<file path="config.mk">
export PLATFORM = sky130hd
export DESIGN_NAME = split_word_wport
export DESIGN_NICKNAME = d
export VERILOG_FILES = /design/src/rtl/smw_pkg.sv /design/src/rtl/smw_decode.sv /design/src/rtl/smw_stage.sv /design/src/rtl/smw_req.sv /design/src/rtl/split_word_wport.sv
export SDC_FILE = /design/constraint.sdc
export NUM_CORES = 1
export LEC_CHECK = 0
export ABC_CLOCK_PERIOD_IN_PS = 4200
export CORE_UTILIZATION = 40
export CTS_CLUSTER_SIZE = 14
export DETAILED_ROUTE_END_ITERATION = 8
export MAX_ROUTING_LAYER = met4
export PLACE_DENSITY = 0.68
export SLEW_MARGIN = 20
export SYNTH_ARGS = -nofsm -noshare
export SYNTH_HDL_FRONTEND = slang
export SYNTH_SLANG_ARGS = --single-unit
</file>
<file path="constraint.sdc">
create_clock -name clk -period 4.2 [get_ports clk]
set_input_delay 1.26 -clock clk [delete_from_list [all_inputs] [get_ports clk]]
set_output_delay 1.26 -clock clk [all_outputs]
set_load 0.01 [all_outputs]
</file>
<file path="src/rtl/smw_pkg.sv">
package smw_pkg;

    // Processor register select codes
    typedef enum logic [1:0] {
        SEL_ADDR = 2'd0,
        SEL_HI   = 2'd1,
        SEL_LO   = 2'd2,
        SEL_CMD  = 2'd3
    } smw_sel_e;

    // Bit of the command register that arms the one-shot tag
    localparam int unsigned CMD_TAG_BIT = 0;

endpackage

</file>
<file path="src/rtl/smw_decode.sv">
module smw_decode
    import smw_pkg::*;
#(
    parameter int unsigned HALF_W = 16
) (
    input  logic              we_i,
    input  logic [1:0]        sel_i,
    input  logic [HALF_W-1:0] wdata_i,
    output logic              wr_addr_o,
    output logic              wr_hi_o,
    output logic              wr_lo_o,
    output logic              set_tag_o
);

    smw_sel_e sel;

    always_comb begin
        sel       = smw_sel_e'(sel_i);
        wr_addr_o = we_i && (sel == SEL_ADDR);
        wr_hi_o   = we_i && (sel == SEL_HI);
        wr_lo_o   = we_i && (sel == SEL_LO);
        set_tag_o = we_i && (sel == SEL_CMD) && wdata_i[CMD_TAG_BIT];
    end

endmodule

</file>
<file path="src/rtl/smw_stage.sv">
module smw_stage #(
    parameter int unsigned ADDR_W = 16,
    parameter int unsigned HALF_W = 16
) (
    input  logic              clk,
    input  logic              rst_n,
    input  logic              wr_addr_i,
    input  logic              wr_hi_i,
    input  logic              wr_lo_i,
    input  logic              set_tag_i,
    input  logic [HALF_W-1:0] wdata_i,
    input  logic              busy_i,
    input  logic              ack_i,
    output logic              issue_o,
    output logic [ADDR_W-1:0] addr_o,
    output logic [HALF_W-1:0] hi_o,
    output logic              tag_o
);

    typedef struct packed {
        logic [ADDR_W-1:0] addr;
        logic [ADDR_W-1:0] park;
        logic              park_vld;
        logic [HALF_W-1:0] hi;
        logic              hi_ok;
        logic              tag_arm;
    } stage_t;

    stage_t            s_d, s_q;
    logic [ADDR_W-1:0] wr_val;
    logic              issue;

    // Fit processor data to the address width
    generate
        if (ADDR_W <= HALF_W) begin : g_trunc
            assign wr_val = wdata_i[ADDR_W-1:0];
        end else begin : g_extend
            assign wr_val = {{(ADDR_W-HALF_W){1'b0}}, wdata_i};
        end
    endgenerate

    always_comb begin
        issue = wr_lo_i && s_q.hi_ok && !busy_i;
        s_d   = s_q;

        if (wr_hi_i) begin
            s_d.hi    = wdata_i;
            s_d.hi_ok = 1'b1;
        end
        if (issue) begin
            s_d.hi_ok   = 1'b0;
            s_d.tag_arm = 1'b0;
        end
        if (set_tag_i) begin
            s_d.tag_arm = 1'b1;
        end

        if (!busy_i) begin
            if (wr_addr_i) begin
                s_d.addr = wr_val;
            end
        end else if (ack_i) begin
            if (wr_addr_i) begin
                s_d.addr = wr_val;
            end else if (s_q.park_vld) begin
                s_d.addr = s_q.park;
            end else begin
                s_d.addr = s_q.addr + ADDR_W'(1);
            end
            s_d.park_vld = 1'b0;
        end else if (wr_addr_i) begin
            s_d.park     = wr_val;
            s_d.park_vld = 1'b1;
        end
    end

    always_ff @(posedge clk or negedge rst_n) begin
        if (!rst_n) begin
            s_q <= '0;
        end else begin
            s_q <= s_d;
        end
    end

    assign issue_o = issue;
    assign addr_o  = s_q.addr;
    assign hi_o    = s_q.hi;
    assign tag_o   = s_q.tag_arm;

    AST_ADDR_FROZEN: assert property (@(posedge clk) disable iff (!rst_n)
        busy_i && !ack_i |=> $stable(s_q.addr));

    AST_ADDR_STEP: assert property (@(posedge clk) disable iff (!rst_n)
        ack_i && !wr_addr_i && !s_q.park_vld |=> s_q.addr == ADDR_W'($past(s_q.addr) + 1'b1));

    AST_TAG_ONE_SHOT: assert property (@(posedge clk) disable iff (!rst_n)
        issue |=> !s_q.tag_arm);

endmodule

</file>
<file path="src/rtl/smw_req.sv">
module smw_req #(
    parameter int unsigned ADDR_W = 16,
    parameter int unsigned DATA_W = 32
) (
    input  logic              clk,
    input  logic              rst_n,
    input  logic              issue_i,
    input  logic [ADDR_W-1:0] addr_i,
    input  logic [DATA_W-1:0] data_i,
    input  logic              tag_i,
    input  logic              ready_i,
    output logic              valid_o,
    output logic [ADDR_W-1:0] addr_o,
    output logic [DATA_W-1:0] data_o,
    output logic              tag_o,
    output logic              ack_o
);

    typedef struct packed {
        logic              vld;
        logic [ADDR_W-1:0] addr;
        logic [DATA_W-1:0] data;
        logic              tag;
    } req_t;

    req_t r_d, r_q;
    logic ack;

    always_comb begin
        ack = r_q.vld && ready_i;
        r_d = r_q;
        if (ack) begin
            r_d.vld = 1'b0;
        end
        if (issue_i && !r_q.vld) begin
            r_d.vld  = 1'b1;
            r_d.addr = addr_i;
            r_d.data = data_i;
            r_d.tag  = tag_i;
        end
    end

    always_ff @(posedge clk or negedge rst_n) begin
        if (!rst_n) begin
            r_q <= '0;
        end else begin
            r_q <= r_d;
        end
    end

    assign valid_o = r_q.vld;
    assign addr_o  = r_q.addr;
    assign data_o  = r_q.data;
    assign tag_o   = r_q.tag;
    assign ack_o   = ack;

    AST_REQ_HOLD: assert property (@(posedge clk) disable iff (!rst_n)
        r_q.vld && !ready_i |=> r_q.vld && $stable(r_q.addr) && $stable(r_q.data) && $stable(r_q.tag));

    AST_REQ_DROP: assert property (@(posedge clk) disable iff (!rst_n)
        r_q.vld && ready_i |=> !r_q.vld);

endmodule

</file>
<file path="src/rtl/split_word_wport.sv">
module split_word_wport #(
    parameter int unsigned ADDR_W = 16,
    parameter int unsigned HALF_W = 16
) (
    input  logic                  clk,
    input  logic                  rst_n,
    input  logic                  cpu_we,
    input  logic [1:0]            cpu_sel,
    input  logic [HALF_W-1:0]     cpu_wdata,
    output logic                  busy_o,
    output logic [ADDR_W-1:0]     cur_addr_o,
    output logic                  mem_valid_o,
    input  logic                  mem_ready_i,
    output logic [ADDR_W-1:0]     mem_addr_o,
    output logic [2*HALF_W-1:0]   mem_data_o,
    output logic                  mem_tag_o
);

    localparam int unsigned DATA_W = 2 * HALF_W;

    logic              wr_addr, wr_hi, wr_lo, set_tag;
    logic              issue, ack, pend;
    logic [ADDR_W-1:0] addr_q;
    logic [HALF_W-1:0] hi_q;
    logic              tag_q;

    smw_decode #(.HALF_W(HALF_W)) u_decode (
        .we_i      (cpu_we),
        .sel_i     (cpu_sel),
        .wdata_i   (cpu_wdata),
        .wr_addr_o (wr_addr),
        .wr_hi_o   (wr_hi),
        .wr_lo_o   (wr_lo),
        .set_tag_o (set_tag)
    );

    smw_stage #(.ADDR_W(ADDR_W), .HALF_W(HALF_W)) u_stage (
        .clk       (clk),
        .rst_n     (rst_n),
        .wr_addr_i (wr_addr),
        .wr_hi_i   (wr_hi),
        .wr_lo_i   (wr_lo),
        .set_tag_i (set_tag),
        .wdata_i   (cpu_wdata),
        .busy_i    (pend),
        .ack_i     (ack),
        .issue_o   (issue),
        .addr_o    (addr_q),
        .hi_o      (hi_q),
        .tag_o     (tag_q)
    );

    smw_req #(.ADDR_W(ADDR_W), .DATA_W(DATA_W)) u_req (
        .clk     (clk),
        .rst_n   (rst_n),
        .issue_i (issue),
        .addr_i  (addr_q),
        .data_i  ({hi_q, cpu_wdata}),
        .tag_i   (tag_q),
        .ready_i (mem_ready_i),
        .valid_o (pend),
        .addr_o  (mem_addr_o),
        .data_o  (mem_data_o),
        .tag_o   (mem_tag_o),
        .ack_o   (ack)
    );

    assign busy_o      = pend;
    assign mem_valid_o = pend;
    assign cur_addr_o  = addr_q;

    AST_RISE_FROM_LO: assert property (@(posedge clk) disable iff (!rst_n)
        $rose(mem_valid_o) |-> $past(cpu_we && cpu_sel == 2'd2));

    AST_BUSY_LO_DROP: assert property (@(posedge clk) disable iff (!rst_n)
        mem_valid_o && !mem_ready_i |=> mem_valid_o && $stable(mem_data_o));

endmodule

</file>
==> results.sh, run 1 <==
export IMPL_firstDrtPassIters=5
export IMPL_grtUsageTotal_pct=19.57
export IMPL_synth_mux_area_share_pct=18.76
export IMPL_clk_latency_ns=0.35
export IMPL_drc=0
export IMPL_final_setup_viol_count=0
export IMPL_cp_start_kind="input pin"
export IMPL_drive_gt1_share_pct=22.44
export IMPL_area_growth_pct=25.56
export IMPL_gr_total_overflow=0
export IMPL_swShare_pct=30.47
export IMPL_dp_final_hpwl_um=7429
export IMPL_worst_ep_required_time_ns=4.43
export IMPL_synth_area_um2=4654
export IMPL_worstMarginPinSlew_ns=0.8997
export IMPL_synth_top_area_cell="dfrtp_1"
export IMPL_slew_viol_final=0
export IMPL_cts_clk_slew_worst_paths_ns=0.07
export IMPL_synthSimpleGateAreaFrac_pct=9.812
export IMPL_clock_sinks=101
export IMPL_yosysWarnings=0
export IMPL_cp_cell_sequence="clkdlybuf4s50_1 -> or3b_1 -> or2_1 -> mux2_4"
export IMPL_n_antenna_cell=0
export IMPL_cap_violations=0
export IMPL_endpoint_kind="register"
export IMPL_synthDistinctLibCells=59
export IMPL_die_h_um=109.9
export IMPL_place_ws_ns=0.6669
export IMPL_fp_coreArea_um2=11370
export IMPL_ys_seq_area_share_pct=54.30
export IMPL_placed_area_um2=5529
export IMPL_cts_setup_buffers=0
export IMPL_die_w_um=109.9
export IMPL_ff_latch_area_um2=2527
export IMPL_fin_util_pct=51.40
export IMPL_relSlewSlack_pct=40.02
export IMPL_synth_top_area_share_pct=54.30
export IMPL_syn_nets=409
export IMPL_grt_pass1_vias=3286
export IMPL_antenna_left=0
export IMPL_synth_compound_area_share_pct=10.62
export IMPL_power_share_clock_pct=23.8
export IMPL_p_seq_share_pct=42.3
export IMPL_synth_xor_area_share_pct=0.5645
export IMPL_hold_viol=0
export IMPL_start_util_pct=40.94
export IMPL_worst_path_max_fanout=17
export IMPL_grt_setup_unrepaired="no"
export IMPL_gp_congestion=0.9099
export IMPL_ctsResizeCount=0
export IMPL_wl_per_cell_um=17.82
export IMPL_setup_tns_ns=0
export IMPL_criticalPathCategory="in -> reg"
export IMPL_p_leak_nw=2.494
export IMPL_vdd_drop_max_mv=0.2573
export IMPL_cts_tree="done"
export IMPL_async_reset_ff_share_pct=100.0
export IMPL_yosys_top_cells_area="dfrtp_1 54%, mux2_2 16%, buf_4 2.7%"
export IMPL_setup_ws_ns=1.018
export IMPL_syn_avg_cell_area_um2=12.06
export IMPL_synth_top_family_by_area="multiplexers"
export IMPL_synthAdderAreaFrac_pct=0.2688
export IMPL_cpMaxStageDelayCell="or3b_1"
export IMPL_syn_inst=386
export IMPL_p_int_mw=2.540
export IMPL_fin_crit_sh_pct=75.75
export IMPL_grt_pass1_wl_um=17220
export IMPL_drt_iter0_markers=224
export IMPL_final_area_um2=5844
export IMPL_run_status="finished, final reports clean"
export IMPL_antenna_found_initial=0
export IMPL_power_density_nw_per_um2=625.1
export IMPL_numCtsBuffers=9
export IMPL_io_pins=89
export IMPL_pwr_share_comb_pct=33.9
export IMPL_clockBufferDepth=2
export IMPL_whs_ns=0.4820
export IMPL_synth_edff_count=0
export IMPL_clock_skew_ns=0.008025
export IMPL_root_buffer="clkbuf_16"
export IMPL_vias=3347
export IMPL_fill_cells=1046
export IMPL_die_area_um2=12070
export IMPL_rows=39
export IMPL_synth_seq_cells=101
export IMPL_grt_max_degree=62
export IMPL_max_stage_delay_ns=0.60
export IMPL_finalPower_mw=3.653
export IMPL_cp_arrival_ns=3.41
export IMPL_dp_cells=586
export IMPL_fin_crit_ns=3.182
export IMPL_hold_buffers=0
export IMPL_fmax_ghz=0.3143
export IMPL_viasPerCell=5.560
export IMPL_cts_max_level=3
export IMPL_power_switching_mw=1.113
export IMPL_ys_flop_type="dfrtp_1"
export IMPL_instances_no_fill=602
export IMPL_port_buffers=88
export IMPL_multiInputGateArea_um2=1866
export IMPL_wirelength_um=10730
export IMPL_nets=477
export IMPL_hold_path_class="reg -> reg"
[final timing paths]
path	depth (start not counted)	slack, ns	startpoint	to
max in group asynchronous	2	2.43	rst_n	u_stage.s_q[20]$_DFFE_PN0P_
setup / recovery	4	1.02	cpu_sel[1]	u_stage.s_q[32]$_DFFE_PN0P_
min in group asynchronous	1	0.99	rst_n	u_req.data_o[0]$_DFFE_PN0P_
setup reg to reg	3	2.05	u_req.valid_o$_DFFE_PN0P_	u_stage.s_q[24]$_DFFE_PN0P_
hold reg to reg	2	0.48	u_stage.tag_o$_DFFE_PN0P_	u_stage.tag_o$_DFFE_PN0P_
hold / removal	2	0.48	u_stage.tag_o$_DFFE_PN0P_	u_stage.tag_o$_DFFE_PN0P_
[routing by layer]
metal,track usage [%],share of wire (%),vias to the layer above
met3,3.142,6.2,21
li1,-,-,1537
met1,27.97,48,1637
met2,27.54,44,152
met5,-,0,-
met4,8.000,1.7,0
[registers in the layout, summed over array words and instances, names as in the netlist]
register,flops
u_req.valid_o,1
u_req.data_o,32
u_stage.s_q,18
u_stage.hi_o,16
u_req.tag_o,1
u_stage.addr_o,16
u_stage.tag_o,1
u_req.addr_o,16
[layout by cell type, fill, tap and decap left out, types with 2 or more instances in the layout]
master	count
dfrtp_1	101
clkdlybuf4s50_1	87
mux2_2	66
nand2_1	27
o21ai_0	16
a21oi_1	13
nor2_1	12
clkbuf_16	9
inv_1	8
mux2_4	8
and3_1	8
nor3_1	7
buf_4	7
nand2b_1	6
nand3_1	6
nor4_1	6
nand4_1	5
o22ai_1	5
o31ai_1	5
o211ai_1	3
xnor2_1	3
inv_6	3
nor4bb_1	2
a211o_1	2
a31o_2	2
a211oi_1	2
o32ai_1	2
o31a_1	2
a22oi_1	2
[power by group through the flow]
| stage | Combinational, mW | Sequential [mW] | Clock [mW] |
|---|---|---|---|
| after floorplan | 0.582 | 1.58 | 0 |
| after global placement | 1.22 | 1.55 | 0 |
| after detailed placement | 1.24 | 1.56 | 0 |
| after CTS | 1.25 | 1.55 | 0.898 |
| after global routing | 1.35 | 1.59 | 0.930 |
| final | 1.24 | 1.54 | 0.871 |
[worst max-delay path: cells and delay by family]
family | cells | cell delay, ns
AND/OR/NAND/NOR | 2 | 1.20
buffers and inverters | 1 | 0.53
multiplexers | 1 | 0.41
[logic make-up after synthesis]
family | Yosys count
simple gates | 88
compound gates | 72
fa+ha+maj | 1
xor+xnor | 3
flops | 101
buf+inv | 46
mux | 75
[Yosys cell counts, types with 2 or more instances]
cell      number
a211o_1        2
a211oi_1       2
a21oi_1       13
a22oi_1        2
a31o_2         2
and3_1         8
buf_2         10
buf_4         17
buf_6          2
clkbuf_1       7
dfrtp_1      101
inv_1          8
mux2_2        66
mux2_4         8
nand2_1       28
nand2b_1       6
nand3_1        6
nand4_1        5
nor2_1        12
nor3_1         7
nor4_1         6
nor4bb_1       2
o211ai_1       3
o21ai_0       16
o22ai_1        5
o31a_1         2
o31ai_1        5
o32ai_1        2
xnor2_1        3
[layout make-up]
class / instances / share of cell area [%]
sequential: 101 / 43.25
multi-input combinational: 239 / 31.92
timing repair buffer: 94 / 15.80
clock buffer: 10 / 4.089
tap: 143 / 3.061
clock inverter: 6 / 1.306
inverter: 9 / 0.5780
No activity file was read; power rests on OpenSTA's default activity.
==> run 2, diff against run 1 <==
ABC_CLOCK_PERIOD_IN_PS = 2640   (was 4200)
PLACE_DENSITY = 0.71   (was 0.68)
clock period = 2.64 ns   (was 4.2 ns; I/O delays follow)
==> run 2 against run 1 <==
Effect of this change: count of clock-buffer cells in the layout rose by 4; die area did not move; global-route usage rose by 0.96 points; via count rose by 1.4%; worst setup slack got worse by 0.81 ns; worst hold slack got worse by 0.065 ns; critical path type is now reg -> out; largest power group unchanged; highest routed layer unchanged.
==> results.sh, run 2 (synthesized netlist as in run 1, its figures left out) <==
export IMPL_clock_skew_ns=0.006159
export IMPL_ctsResizeCount=0
export IMPL_wirelength_um=11010
export IMPL_grt_max_degree=47
export IMPL_antenna_found_initial=0
export IMPL_clock_sinks=101
export IMPL_cts_max_level=3
export IMPL_gp_congestion=0.9194
export IMPL_grt_pass1_wl_um=17990
export IMPL_endpoint_kind="output pin"
export IMPL_dp_final_hpwl_um=7830
export IMPL_die_h_um=109.9
export IMPL_slew_viol_final=0
export IMPL_die_area_um2=12070
export IMPL_criticalPathCategory="reg -> out"
export IMPL_p_int_mw=4.001
export IMPL_fin_crit_ns=2.433
export IMPL_drc=0
export IMPL_cpMaxStageDelayCell="dfrtp_1"
export IMPL_rows=39
export IMPL_pwr_share_comb_pct=35.8
export IMPL_root_buffer="clkbuf_16"
export IMPL_cp_start_kind="register"
export IMPL_cp_arrival_ns=1.64
export IMPL_cts_tree="done"
export IMPL_drt_iter0_markers=194
export IMPL_wl_per_cell_um=17.90
export IMPL_rr_endpoint="u_stage.addr_o[14]$_DFFE_PN0P_"
export IMPL_final_common_cell="dfrtp_1"
export IMPL_max_stage_delay_ns=0.66
export IMPL_n_antenna_cell=0
export IMPL_ff2ff_setup_slack_ns=0.50
export IMPL_io_pins=89
export IMPL_hold_path_class="in -> async"
export IMPL_power_switching_mw=1.724
export IMPL_setup_tns_ns=0
export IMPL_antenna_left=0
export IMPL_hold_viol=0
export IMPL_worstRegToRegCells=5
export IMPL_fmax_ghz=0.4110
export IMPL_final_cell_mix="101 x dfrtp_1, 87 x clkdlybuf4s50_1, 66 x mux2_2, 27 x nand2_1, 17 x buf_4"
export IMPL_swShare_pct=30.12
export IMPL_power_density_nw_per_um2=960.0
export IMPL_area_growth_pct=28.12
export IMPL_grt_pass1_vias=3386
export IMPL_viasPerCell=5.519
export IMPL_fin_crit_sh_pct=92.16
export IMPL_worst_path_max_fanout=14
export IMPL_firstDrtPassIters=5
export IMPL_port_buffers=88
export IMPL_vias=3394
export IMPL_hold_buffers=0
export IMPL_gr_total_overflow=0
export IMPL_p_seq_share_pct=42.5
export IMPL_drive_gt1_share_pct=24.15
export IMPL_cts_clk_slew_worst_paths_ns=0.06
export IMPL_die_w_um=109.9
export IMPL_largest_reg_flops=32
export IMPL_power_share_clock_pct=21.7
export IMPL_cts_setup_buffers=0
export IMPL_grtUsageTotal_pct=20.53
export IMPL_p_leak_nw=2.567
export IMPL_cap_violations=0
export IMPL_r2r_start="u_stage.addr_o[0]$_DFFE_PN0P_"
export IMPL_numCtsBuffers=9
export IMPL_run_status="finished, final reports clean"
export IMPL_worst_ep_required_time_ns=1.85
export IMPL_start_util_pct=40.94
export IMPL_clk_latency_ns=0.34
export IMPL_final_setup_viol_count=0
export IMPL_path_buf_inv=1
export IMPL_grt_setup_unrepaired="no"
export IMPL_worstMarginPinSlew_ns=0.5786
export IMPL_finalPower_mw=5.725
export IMPL_path_delay_family="flip-flops"
export IMPL_clockBufferDepth=2
export IMPL_nets=491
export IMPL_fp_coreArea_um2=11370
export IMPL_vdd_drop_max_mv=0.4440
export IMPL_fill_cells=1021
export IMPL_relSlewSlack_pct=61.07
export IMPL_cp_cell_sequence="clkdlybuf4s50_1"
==> run 2: worst max-delay path by stage <==
stage                                   start                       endpoint  cells after the start
floorplan                         mem_ready_i    u_stage.s_q[26]$_DFFE_PN0P_                      7
CTS                 u_req.valid_o$_DFFE_PN0P_                    mem_valid_o                      1
global placement                   cpu_sel[0]  u_stage.addr_o[7]$_DFFE_PN0P_                      7
detailed placement                 cpu_sel[0]   u_req.data_o[17]$_DFFE_PN0P_                      5
finish              u_req.valid_o$_DFFE_PN0P_                    mem_valid_o                      1
global route        u_req.valid_o$_DFFE_PN0P_                    mem_valid_o                      1
==> run 2: worst register-to-register path, cell delays in order (launching register included) <==
cell,delay [ns]
dfrtp_1,0.52
ha_1,0.24
nand3_1,0.32
nor4_1,0.64
a311o_1,0.25
a21oi_1,0.06
==> run 2: per-layer routing <==
metal / vias up / share of wire, % / global-route usage [%]
met4: 0 / 2.2 / 9.905
met1: 1660 / 46 / 28.50
li1: 1563 / - / -
met3: 23 / 6.0 / 2.964
met2: 148 / 45 / 29.42
met5: - / 0 / -
==> run 2: power by group through the flow <==
stage          logic (mW)  clock network, mW  registers [mW]
5_1_grt              2.23               1.35            2.50
4_1_cts              2.07               1.28            2.43
6_report             2.05               1.24            2.43
2_1_floorplan       0.926                  0            2.52
3_5_place_dp         2.05                  0            2.46
3_3_place_gp         2.02                  0            2.43
==> run 2: area by class of cell <==
class / count / area (um^2) / share of cell area [%]
sequential: 101 / 2527 / 42.38
multi-input combinational: 239 / 1866 / 31.28
timing repair buffer: 108 / 1079 / 18.09
clock buffer: 14 / 274.0 / 4.595
tap: 143 / 178.9 / 3.000
inverter: 9 / 33.78 / 0.5665
clock inverter: 1 / 5.005 / 0.08393
==> run 2: stage by stage <==
step / hold slack (ns) / instance area [um^2] / worst slack, ns / cells / util (%)
floorplan: 0.4348 / 4654 / 0.5303 / 386 / -
global placement: 0.4561 / 5684 / 0.08399 / 600 / 49.99
detailed placement: 0.4650 / 5684 / 0.02619 / 600 / 49.99
finish: 0.4166 / 5963 / 0.2070 / 615 / 52.45
global route: 0.4490 / 5963 / 0.1701 / 615 / 52.45
CTS: 0.4323 / 5963 / 0.2151 / 615 / 52.45
